[src/rtl/pcb_pkg.sv]
package pcb_pkg;

    localparam int PAGE_BYTES = 64;
    localparam int OFF_W      = $clog2(PAGE_BYTES);

    typedef logic [OFF_W-1:0] offset_t;
    typedef logic [7:0]       byte_t;

    typedef enum logic [1:0] {
        ACT_IDLE,
        ACT_OPEN,
        ACT_COMMIT,
        ACT_LOAD
    } action_e;

    // One action per idle cycle: open beats commit beats load.
    function automatic action_e arbitrate(input logic busy,
                                          input logic open_req,
                                          input logic commit_req,
                                          input logic load_req,
                                          input logic has_data);
        if (busy)       return ACT_IDLE;
        if (open_req)   return ACT_OPEN;
        if (commit_req) return has_data ? ACT_COMMIT : ACT_IDLE;
        if (load_req)   return ACT_LOAD;
        return ACT_IDLE;
    endfunction

    function automatic offset_t next_offset(input offset_t cur);
        return cur + offset_t'(1);
    endfunction

endpackage

[src/rtl/pcb_store.sv]
module pcb_store
    import pcb_pkg::*;
#(
    parameter int ADDR_W = 14
) (
    input  logic                    clk,
    input  logic                    rst,
    input  action_e                 act,
    input  logic [ADDR_W-1:0]       open_addr,
    input  byte_t                   load_data,
    input  logic                    clear_i,
    input  offset_t                 rd_idx,
    output byte_t                   rd_data,
    output logic                    rd_loaded,
    output logic [ADDR_W-OFF_W-1:0] page_o,
    output logic                    any_loaded_o
);

    localparam int PAGE_W = ADDR_W - OFF_W;

    logic [PAGE_W-1:0]     page_q;
    offset_t               ptr_q;
    logic [PAGE_BYTES-1:0] loaded;
    byte_t                 lane_data [PAGE_BYTES];

    always_ff @(posedge clk) begin
        if (rst) begin
            page_q <= '0;
            ptr_q  <= '0;
        end else begin
            case (act)
                ACT_OPEN: begin
                    page_q <= open_addr[ADDR_W-1:OFF_W];
                    ptr_q  <= open_addr[OFF_W-1:0];
                end
                ACT_LOAD: ptr_q <= next_offset(ptr_q);
                default:  ;
            endcase
        end
    end

    for (genvar i = 0; i < PAGE_BYTES; i++) begin : g_lane
        logic  valid_q;
        byte_t data_q;
        always_ff @(posedge clk) begin
            if (rst) begin
                valid_q <= 1'b0;
                data_q  <= '0;
            end else if (clear_i || act == ACT_OPEN) begin
                valid_q <= 1'b0;
            end else if (act == ACT_LOAD && ptr_q == offset_t'(i)) begin
                valid_q <= 1'b1;
                data_q  <= load_data;
            end
        end
        assign loaded[i]    = valid_q;
        assign lane_data[i] = data_q;
    end

    assign rd_data      = lane_data[rd_idx];
    assign rd_loaded    = loaded[rd_idx];
    assign page_o       = page_q;
    assign any_loaded_o = |loaded;

    AST_LOAD_MARKS: assert property (@(posedge clk) disable iff (rst)
        (act == ACT_LOAD) |=> loaded[$past(ptr_q)]);

    AST_OPEN_EMPTIES: assert property (@(posedge clk) disable iff (rst)
        (act == ACT_OPEN) |=> !any_loaded_o);

endmodule

[src/rtl/pcb_timer.sv]
module pcb_timer
    import pcb_pkg::*;
#(
    parameter int PROG_CYCLES = 100
) (
    input  logic    clk,
    input  logic    rst,
    input  logic    launch_i,
    output logic    busy_o,
    output logic    done_o,
    output logic    scan_live_o,
    output offset_t scan_idx_o
);

    localparam int CNT_W = $clog2(PROG_CYCLES + 1);
    localparam logic [CNT_W-1:0] LAST = CNT_W'(PROG_CYCLES - 1);

    logic             busy_q;
    logic [CNT_W-1:0] cnt_q;

    initial assert (PROG_CYCLES >= PAGE_BYTES);

    always_ff @(posedge clk) begin
        if (rst) begin
            busy_q <= 1'b0;
            cnt_q  <= '0;
        end else if (busy_q) begin
            if (cnt_q == LAST) begin
                busy_q <= 1'b0;
                cnt_q  <= '0;
            end else begin
                cnt_q <= cnt_q + 1'b1;
            end
        end else if (launch_i) begin
            busy_q <= 1'b1;
            cnt_q  <= '0;
        end
    end

    assign busy_o      = busy_q;
    assign done_o      = busy_q && (cnt_q == LAST);
    assign scan_live_o = busy_q && (cnt_q < CNT_W'(PAGE_BYTES));
    assign scan_idx_o  = cnt_q[OFF_W-1:0];

    AST_LAUNCH_RAISES: assert property (@(posedge clk) disable iff (rst)
        (launch_i && !busy_o) |=> busy_o);

    AST_DONE_DROPS: assert property (@(posedge clk) disable iff (rst)
        done_o |=> !busy_o);

endmodule

[src/rtl/page_commit_buffer.sv]
module page_commit_buffer
    import pcb_pkg::*;
#(
    parameter int ADDR_W      = 14,
    parameter int PROG_CYCLES = 100
) (
    input  logic              clk,
    input  logic              rst,
    input  logic              open_i,
    input  logic [ADDR_W-1:0] open_addr_i,
    input  logic              load_i,
    input  logic [7:0]        load_data_i,
    input  logic              commit_i,
    output logic              busy_o,
    output logic              arr_we_o,
    output logic [ADDR_W-1:0] arr_addr_o,
    output logic [7:0]        arr_data_o
);

    localparam int PAGE_W = ADDR_W - OFF_W;

    action_e           act;
    logic              any_loaded;
    logic              done;
    logic              scan_live;
    offset_t           scan_idx;
    byte_t             scan_data;
    logic              scan_loaded;
    logic [PAGE_W-1:0] page;

    assign act = arbitrate(busy_o, open_i, commit_i, load_i, any_loaded);

    pcb_store #(.ADDR_W(ADDR_W)) u_store (
        .clk          (clk),
        .rst          (rst),
        .act          (act),
        .open_addr    (open_addr_i),
        .load_data    (load_data_i),
        .clear_i      (done),
        .rd_idx       (scan_idx),
        .rd_data      (scan_data),
        .rd_loaded    (scan_loaded),
        .page_o       (page),
        .any_loaded_o (any_loaded)
    );

    pcb_timer #(.PROG_CYCLES(PROG_CYCLES)) u_timer (
        .clk         (clk),
        .rst         (rst),
        .launch_i    (act == ACT_COMMIT),
        .busy_o      (busy_o),
        .done_o      (done),
        .scan_live_o (scan_live),
        .scan_idx_o  (scan_idx)
    );

    assign arr_we_o   = scan_live && scan_loaded;
    assign arr_addr_o = {page, scan_idx};
    assign arr_data_o = scan_data;

    AST_WRITE_ONLY_BUSY: assert property (@(posedge clk) disable iff (rst)
        arr_we_o |-> busy_o);

    AST_RISE_HAS_CAUSE: assert property (@(posedge clk) disable iff (rst)
        $rose(busy_o) |-> $past(commit_i && !open_i));

    AST_EMPTY_COMMIT: assert property (@(posedge clk) disable iff (rst)
        (!busy_o && commit_i && !any_loaded) |=> !busy_o);

    AST_CLEAR_AT_END: assert property (@(posedge clk) disable iff (rst)
        $fell(busy_o) |-> !any_loaded);

    AST_PAGE_HELD_BUSY: assert property (@(posedge clk) disable iff (rst)
        (busy_o && $past(busy_o)) |-> $stable(page));

endmodule

[config.mk]
export PLATFORM = sky130hd
export DESIGN_NAME = page_commit_buffer
export DESIGN_NICKNAME = d
export VERILOG_FILES = /design/src/rtl/pcb_pkg.sv /design/src/rtl/pcb_store.sv /design/src/rtl/pcb_timer.sv /design/src/rtl/page_commit_buffer.sv
export SDC_FILE = /design/constraint.sdc
export NUM_CORES = 1
export LEC_CHECK = 0
export BUFFER_PORTS_ARGS = -buffer_cell sky130_fd_sc_hd__buf_2
export CAP_MARGIN = 15
export CELL_PAD_IN_SITES_DETAIL_PLACEMENT = 1
export CELL_PAD_IN_SITES_GLOBAL_PLACEMENT = 1
export CORE_UTILIZATION = 53
export DETAILED_ROUTE_END_ITERATION = 16
export PLACE_DENSITY_LB_ADDON = 0.1
export SLEW_MARGIN = 0
export SYNTH_ARGS = -nofsm -noshare
export SYNTH_HDL_FRONTEND = slang
export SYNTH_SLANG_ARGS = --single-unit
[constraint.sdc]
create_clock -name clk -period 6.2 [get_ports clk]
set_input_delay 1.24 -clock clk [delete_from_list [all_inputs] [get_ports clk]]
set_output_delay 1.24 -clock clk [all_outputs]
set_load 0.05 [all_outputs]
; ---- Word level (Yosys, flattened, before mapping)
; Index checks and enable logic that the tools add are counted.
[word_totals]
regBits = 598
latch_bits = 0
mem_bits_rw = 0
mem_bits_ro = 0
input_bits = 27
wordCells = 374
memories = 0
[op_classes]
n_addsub = 2
multipliers = 0
div = 0
n_lt_le_gt_ge = 3
n_eq_ne = 67
shift = 0
muxes = 31
n_bitwise = 2
n_reduce_logical = 137
[ops]
columns = cell, count
row1 = 6-bit == test (second input constant), 32
row2 = 2-bit AND reduction, 64
row3 = 6-bit by 5-bit == test with 1-bit output (second input constant), 16
row4 = 1-bit logical AND, 67
row5 = 64-bit OR reduction, 1
row6 = 8-bit binary-select mux with 6-bit select, 1
row7 = 6-bit by 4-bit == test with 1-bit output (second input constant), 8
row8 = 6-bit by 3-bit == test with 1-bit output (second input constant), 4
row9 = 7-bit two-way mux, 3
row10 = 2-bit two-way mux, 9
row11 = 8-bit two-way mux, 2
row12 = 1-bit two-way mux, 14
row13 = 6-bit by 2-bit == test with 1-bit output (second input constant), 2
row14 = 6-bit one-hot mux with 2 select lines, 1
row15 = 7-bit by 1-bit adder with 7-bit output (second input constant), 1
row16 = 7-bit == test (second input constant), 1
row17 = 7-bit >= comparator (second input constant), 1
row18 = 6-bit by 7-bit less-than comparator with 1-bit output (second input constant), 1
row19 = 7-bit less-than comparator (second input constant), 1
row20 = 6-bit NOT with 7-bit output, 1
row21 = 6-bit by 1-bit adder with 6-bit output (second input constant), 1
row22 = 1-bit binary-select mux with 6-bit select, 1
row23 = 6-bit by 1-bit == test with 1-bit output (second input constant), 1
row24 = 6-bit zero test, 1
row25 = 6 further kinds, 8

; ---- Logic depth before layout (Yosys ltp)
; Gate-level depths: netlist of run 1.
[logic_depth]
depth_word = 15
ltp_mapped = 10

; ---- Modules after synthesis
; A second synthesis of run 1 with hierarchy kept.
[hier_totals]
cells_unflattened = 3122
area_unflattened_um2 = 27106.0
[modules_own_cells]
columns = module, n_inst, cells_each, area_per_inst_um2, seq_area_each_um2
row1 = pcb_store, 1, 3056, 26550.5, 11811.3
row2 = pcb_timer, 1, 59, 505.5, 160.2
row3 = page_commit_buffer, 1, 7, 50.0, 0.0

; ---- Least setup slack after synthesis of run 1
; No wires, ideal clock.
[synth_path]
path_kind = register -> output
start = register u_timer.cnt_q[0]
end = output arr_data_o[5]
arrival_time_ps = 2364
required_ps = 4960
setup_slack_ps = 2596
stages_incl_launch_ff = 9
n_path_buf = 4
path_cell_list = dfxtp_1 > buf_2 > buf_2 > buf_2 > buf_2 > mux4_2 > mux2i_1 > a21oi_1 > a22o_1
[synth_between]
elab_chain_cells = 4
[synth_lines]
columns = element, line
row1 = from (decl), pcb_timer.sv:19  ; logic [CNT_W-1:0] cnt_q;
row2 = from (signal assigned), pcb_timer.sv:32  ; cnt_q <= cnt_q + 1'b1;
row3 = 6-bit NOT with 7-bit output (not written as such), pcb_store.sv:60  ; assign rd_data = lane_data[rd_idx];
row4 = 8-bit binary-select mux with 6-bit select, pcb_store.sv:60
row5 = 8-bit two-way mux (not written as such) (2 in series), pcb_store.sv:60
row6 = to (decl), page_commit_buffer.sv:17  ; output logic [7:0] arr_data_o
; Every way passes these cells. The select of a mux whose other input is x is not followed.

; ---- Worst setup path in the final report of run 1
[layout_path]
start = register u_timer.cnt_q[1]
end = output arr_data_o[4]
; The elaborated chain is that of the path after synthesis.

==> reports/metrics.yaml, run 1 <==
clock_network:
  numClockSinks: 598
  cts-buffers-inserted: 66
  cts_hold_buf: 0
  cts_root_buf: "clkbuf_16"
  postCtsSetupBuffers: 0
  htree_levels: 3
  cts.path.max_buffers: 3
  cts_resized: 0
  clk_pin_slew_worst_paths_ps: 60
  cts_tree: "done"
  clk_latency_ps: 610
floorplan:
  die_h_um: 225.5
  fp.dieW_um: 225.5
  rows: 81
  ioPinCount: 51
  dieArea_um2: 50850
  start_util: 0.5386
  core_area_um2: 49150
final_layout:
  nNetsFinal: 2874
  syn_to_final_growth_pct: 8.753
  n_fill_cell: 5665
  diodes: 0
  final_common_cell: "nand2_1"
  drive_above_1_share: 0.1394
  layout_common_cells: "nand2_1 (615), dfxtp_1 (595), a21oi_1 (477)"
power:
  p_int_w: 0.006241
  peakVddDrop_v: 0.0002213
  seq_power_share: 0.474
  p_leak_nw: 9.765
  swShare: 0.2351
  p_per_area_nw_per_um2: 283.4
  pwr-share-clk: 0.483
  power_switching_w: 0.001918
  pwr-share-comb: 0.042
global_route:
  grt_usage: 0.3627
  grt_overflow: 0
  antenna_found_initial: 0
  grt_max_degree: 187
  grt_pass1_vias: 23450
  grt_pass1_wl_um: 141200
timing:
  min_period_over_period: 0.7921
  setup_viol: 0
  slew_headroom: 0.2182
  hold_ws_ps: 453.9
  report.final.slew_viol_count: 0
  finClkSkew_ps: 18.16
  period_minus_slack_ps: 4911
  tightest_slew_ps: 1173
  rsz0062_at_grt: "no"
  tns_ps: 0
  final_hold_viol_count: 0
  fmaxAchievable_mhz: 203.6
logic_synthesis:
  synthesis.area_um2: 26470
  synth.distinct_cells: 60
  ys_ff_latch: 598
  syn_area_per_cell_um2: 8.944
  ys_warn_count: 0
  ys_async_sr_fraction: 0
  syn_inst: 2960
  synth_edf_count: 0
  ys_seq_area_frac: 0.4522
  ys.flop_type: "dfxtp_1"
  syn-num-nets: 2992
route:
  ant_nets: 0
  dr.pass1.iters: 5
  wl_per_cell_um: 25.71
  initialDrtViolationCount: 2340
  wirelength_um: 91400
  drc: 0
  vias: 23090
  vias_per_cell: 6.494
outcome:
  outcome: "complete, no violations"
place:
  gp_congestion: 0.9758
  dpl.hpwl_um: 57250
  io_buffers: 50
worst_setup_path:
  crit_buf_inv: 2
  reg2reg_depth: 6
  cp.arrival_ps: 3670
  critPathKind: "reg -> out"
  critPathTopFamily: "compound AO/OA/AOI/OAI gates"
  path_max_fanout: 47
  r2r_setup_slack_ps: 2430
  worstSetupStartpointType: "flip-flop"
  r2r_end: "u_store.g_lane[51].data_q[4]"
  cp_slowest_cell: "dfxtp_4"
  cp_data_required_time_ps: 4960
  critPathMaxStageDelay_ps: 960
  r2r-start: "u_timer.busy_o"
  cp-end-kind: "primary output"
  path_cells: "buf_4 -> mux4_2 -> o22ai_1 -> a211oi_1 -> a22o_1 -> buf_2"
min_path:
  min_path_cells: 2
  min-delay-path-class: "reg -> reg"
  hold_end: "u_store.page_o[6]"
  hold_start: "u_store.page_o[6]"
job:
  drv_cap: 0
-- logic make-up (layout without fill, tap and decap cells) --
logic type,Yosys count,after routing,share of synthesized area
buf+inv,289,220,0.05095
mux,240,240,0.1564
fa+ha+maj,5,5,0.002363
compound gates,966,966,0.1964
simple gates,862,862,0.1417
flops,598,598,0.4522
-- flip-flops by register name (all words and copies together) (netlist names) --
register and cells:
u_timer.busy_o 1, u_store.ptr_q 6, u_store.g_lane.data_q 512, u_timer.cnt_q 7
u_store.g_lane.valid_q 64, u_store.page_o 8
-- worst max path at each step --
stage	to	cells after the start	slack, ps	from
6_report	arr_data_o[4]	6	1290	u_timer.cnt_q[1]
3_3_place_gp	arr_data_o[4]	6	2010	u_timer.cnt_q[0]
5_1_grt	arr_data_o[4]	6	1260	u_timer.cnt_q[0]
2_1_floorplan	arr_data_o[5]	8	2600	u_timer.cnt_q[0]
4_1_cts	arr_data_o[4]	6	1360	u_timer.cnt_q[0]
3_5_place_dp	u_store.g_lane[51].data_q[0]	6	1860	commit_i
-- metrics by stage --
stage               instance area (µm²)  instances  total power, W    util  worst slack, ps
floorplan                         26470       2960        0.004190       -             2596
global placement                  26640       3437        0.004283  0.5420             2010
detailed placement                26640       3437        0.004291  0.5420             1861
CTS                               28780       3554        0.008184  0.5855             1364
global route                      28790       3555        0.008354  0.5857             1261
finish                            28790       3555        0.008159  0.5857             1289
-- worst reg2reg max path: stages (launching register included) --
cell	delay, ps
dfxtp_1	430
buf_4	230
nor4b_2	860
nand3_1	800
nor2_1	1020
nand2_1	150
a21oi_1	190
-- cells in the mapped netlist, drive strengths merged (2+ instances only) --
master	count	area (µm²)
o22ai	34	212.7
a21oi	477	2387
nand2b	4	25.02
buf	54	342.8
nor2	147	822.0
nor4	17	106.4
nand3	36	190.2
mux4	138	3108
clkbuf	219	945.9
nor2b	6	37.54
o221a	2	22.52
a311oi	2	17.52
a22o	8	70.07
a22oi	3	22.52
nand4	5	31.28
and3	5	31.28
nand2	619	2333
ha	5	62.56
or3	2	17.52
nand3b	3	22.52
mux2i	93	930.9
inv	16	60.06
nor3	3	15.01
mux2	9	101.4
a21o	2	15.01
o31ai	3	22.52
dfxtp	598	11970
o221ai	8	70.07
or2	8	50.05
a211oi	18	135.1
o21a	56	420.4
o21ai	343	1717
-- cell type report --
cell class                 instances  area [µm²]  share of cell area
sequential                       598       11980              0.4161
clock inverter                    13       151.4            0.005259
timing repair buffer              87       604.3             0.02099
clock buffer                     104        1986             0.06897
multi-input combinational       2073       13180              0.4577
tap                              664       830.8             0.02886
inverter                          16       60.06            0.002086
-- routing by layer --
metal,global-route usage,wire [µm],vias up
met4,0.1479,3655,0
met3,0.05945,6162,209
met1,0.4725,37930,11820
met5,0,0,-
li1,-,-,10170
met2,0.5991,43650,886
-- power groups by stage --
stage / Clock (W) / Sequential [W] / Combinational, W
6_report: 0.00394 / 0.00387 / 0.000346
5_1_grt: 0.00412 / 0.00387 / 0.000362
4_1_cts: 0.00398 / 0.00387 / 0.000337
3_5_place_dp: 0 / 0.00396 / 0.000336
3_3_place_gp: 0 / 0.00395 / 0.000328
2_1_floorplan: 0 / 0.00396 / 0.000233
No activity file was read; power rests on OpenSTA's default activity.
==> run 2, diff against run 1 <==
CORE_UTILIZATION = 49   (was 53)
clock period = 4.8 ns   (was 6.2 ns; I/O delays follow)
==> run 2 against run 1 <==
Net effect:
- routed wire length grew 0.14%
- global-route usage shrank 3.0 points
- clock skew grew 3.0 ps
- cell count grew 1.2%
- sequential share of layout area shrank 0.30 points
- worst setup slack lost 1200 ps
- largest power group unchanged
- sequential power grew 29%
- combinational power grew 32%
- cell area grew 0.72%
- clock-buffer cell count shrank 5
- core utilization shrank 3.8 points
==> reports/metrics.yaml, run 2 (synthesis gave the netlist of run 1 again) <==
global_route:
  grt_max_degree: 138  # was 187
  grt_pass1_vias: 23030  # was 23.45k
  grt_pass1_wl_um: 139200  # was 141200 µm
  antenna_found_initial: 0  # unchanged
  grt_usage: 0.3328  # was 0.3627
  grt_overflow: 0  # unchanged
timing:
  tightest_slew_ps: 1086  # was 1173 ps
  fmaxAchievable_mhz: 211.0
  tns_ps: 0  # unchanged
  slew_headroom: 0.2733  # was 0.2182
  min_period_over_period: 0.9872
  period_minus_slack_ps: 4738
  fin_ws_ps: 61.56  # was 1289 ps
  finClkSkew_ps: 21.16  # was 18.16 ps
  hold_ws_ps: 453.2  # was 453.9 ps
  setup_viol: 0  # unchanged
  rsz0062_at_grt: "no"  # unchanged
  report.final.slew_viol_count: 0  # unchanged
  final_hold_viol_count: 0  # unchanged
floorplan:
  fp.dieW_um: 234.4  # was 225.5 µm
  rows: 84  # was 81
  ioPinCount: 51  # unchanged
  start_util: 0.4998  # was 0.5386
  dieArea_um2: 54960  # was 50850 µm²
  core_area_um2: 52970  # was 49150 µm²
  die_h_um: 234.4  # was 225.5 µm
worst_setup_path:
  r2r_setup_slack_ps: 1560  # was 2430 ps
  r2r-start: "u_timer.busy_o"  # unchanged
  path_max_fanout: 27  # was 47
  crit_top_cell: "buf_4"
  path_cells: "buf_4 -> mux4_2 -> o22ai_1 -> a211oi_1 -> buf_4 -> a22o_1 -> buf_2"  # was buf_4 -> mux4_2 -> o22ai_1 -> a211oi_1 -> a22o_1 -> buf_2
  critPathMaxStageDelay_ps: 860  # was 960 ps
  cp_data_required_time_ps: 3840  # was 4960 ps
  cp_slowest_cell: "a211oi_1"  # was dfxtp_4
  critPathKind: "reg -> out"  # unchanged
  r2r_end: "u_store.g_lane[50].data_q[2]"  # was u_store.g_lane[51].data_q[4]
  worstSetupStartpointType: "flip-flop"  # unchanged
  cp.arrival_ps: 3780  # was 3670 ps
  cp-end-kind: "primary output"  # unchanged
  critPathTopFamily: "compound AO/OA/AOI/OAI gates"  # unchanged
  reg2reg_depth: 6  # unchanged
  crit_buf_inv: 3  # was 2
final_layout:
  top_register: "u_store.g_lane.data_q"  # unchanged
  diodes: 0  # unchanged
  largest_register_ffs: 512  # unchanged
  final_cell_area_um2: 29000  # was 28790 µm²
  layout_common_cells: "nand2_1 (615), dfxtp_1 (595), a21oi_1 (477)"  # unchanged
  nNetsFinal: 2894  # was 2874
  final_common_cell: "nand2_1"  # unchanged
  syn_to_final_growth_pct: 9.533  # was 8.753%
  drive_above_1_share: 0.1464  # was 0.1394
  final-instance-count-excl-fill: 3597  # was 3555
clock_network:
  cts_tree: "done"  # unchanged
  cts_root_buf: "clkbuf_16"  # unchanged
  clk_latency_ps: 620  # was 610 ps
  postCtsSetupBuffers: 0  # unchanged
  cts_hold_buf: 0  # unchanged
  cts_resized: 0  # unchanged
  clk_pin_slew_worst_paths_ps: 60  # about the same
  cts.path.max_buffers: 3  # unchanged
  cts-buffers-inserted: 68  # was 66
  numClockSinks: 598  # unchanged
  htree_levels: 3  # unchanged
route:
  ant_nets: 0  # unchanged
  initialDrtViolationCount: 1855  # was 2340
  drc: 0  # unchanged
  vias: 22820  # was 23.09k
  wl_per_cell_um: 25.45  # was 25.71 µm
  dr.pass1.iters: 5  # unchanged
  vias_per_cell: 6.344  # was 6.494
  wirelength_um: 91530  # was 91400 µm
power:
  peakVddDrop_v: 0.0002501  # was 0.0002213 V
  p_leak_nw: 9.869  # was 9.765 nW
  p_per_area_nw_per_um2: 363.4  # was 283.4 nW/µm²
min_path:
  hold_start: "u_store.page_o[0]"  # was u_store.page_o[6]
  min_path_cells: 2  # unchanged
  hold_end: "u_store.page_o[0]"  # was u_store.page_o[6]
  min-delay-path-class: "reg -> reg"  # unchanged
job:
  drv_cap: 0  # unchanged
place:
  dpl.hpwl_um: 58880  # was 57250 µm
  pre_cts_ws_ps: 936.9  # was 1861 ps
  io_buffers: 50  # unchanged
  gp_congestion: 1.002  # was 0.9758
  dp.cells: 3480  # was 3437
  place_area_um2: 26850  # was 26640 µm²
outcome:
  outcome: "complete, no violations"  # unchanged
==> run 2: changes by cell type in the layout (fill, tap and decap cells not counted), moves of 2 or more <==
cell       previous run  this run
clkbuf_1             20        15
clkinv_2              7        11
bufinv_16             3         1
buf_4                31        47
buf_12                5         8
clkbuf_16            67        70
clkbuf_8             17        14
==> run 2: worst min-delay path: cells and delay by family (launching register included) <==
family,cells,cell delay [ps]
AO/OA/AOI/OAI,1,50
flip-flops,1,300
AND/OR/NAND/NOR,1,50
==> run 2: where the power goes <==
| group | switching [W] | total (W) | internal, W |
|---|---|---|---|
| logic | 0.000367 | 0.000458 | 0.0000906 |
| clock network | 0.00213 | 0.00508 | 0.00295 |
| registers | 0.0000216 | 0.00500 | 0.00498 |
| total | 0.00252 | 0.0105 | 0.00802 |
==> run 2: worst max path at each step <==
stage                      from             to  slack (ps)  depth (start not counted)
6_report       u_timer.cnt_q[1]  arr_data_o[4]          60                          7
5_1_grt        u_timer.cnt_q[1]  arr_data_o[4]          60                          7
4_1_cts        u_timer.cnt_q[1]  arr_data_o[4]         300                          7
3_5_place_dp   u_timer.cnt_q[1]  arr_data_o[4]         940                          7
3_3_place_gp   u_timer.cnt_q[1]  arr_data_o[4]         920                          7
2_1_floorplan  u_timer.cnt_q[0]  arr_data_o[5]        1480                          8
==> run 2: cell type report <==
cell class                      instances  area (µm²)
Clock buffer                           99        2001
Clock inverter                         18       143.9
Fill cell                            6107       23970
Inverter                               16       60.06
Multi-Input combinational cell       2073       13180
Sequential cell                       598       11980
Tap cell                              688       860.8
Timing Repair Buffer                  105       773.2
==> run 2: through the flow <==
stage	utilization	total power (W)
final	0.5474	0.01054
after global routing	0.5474	0.01080
after CTS	0.5474	0.01060
after detailed placement	0.5069	0.005559
after global placement	0.5069	0.005548
after floorplan	-	0.005411
==> run 2: routing by layer <==
layer,vias to the layer above,share of wire,GRT usage
met5,-,0,0
met4,0,0.035,0.1270
met3,177,0.056,0.05099
met2,696,0.48,0.5489
met1,11730,0.43,0.4397
li1,10210,-,-
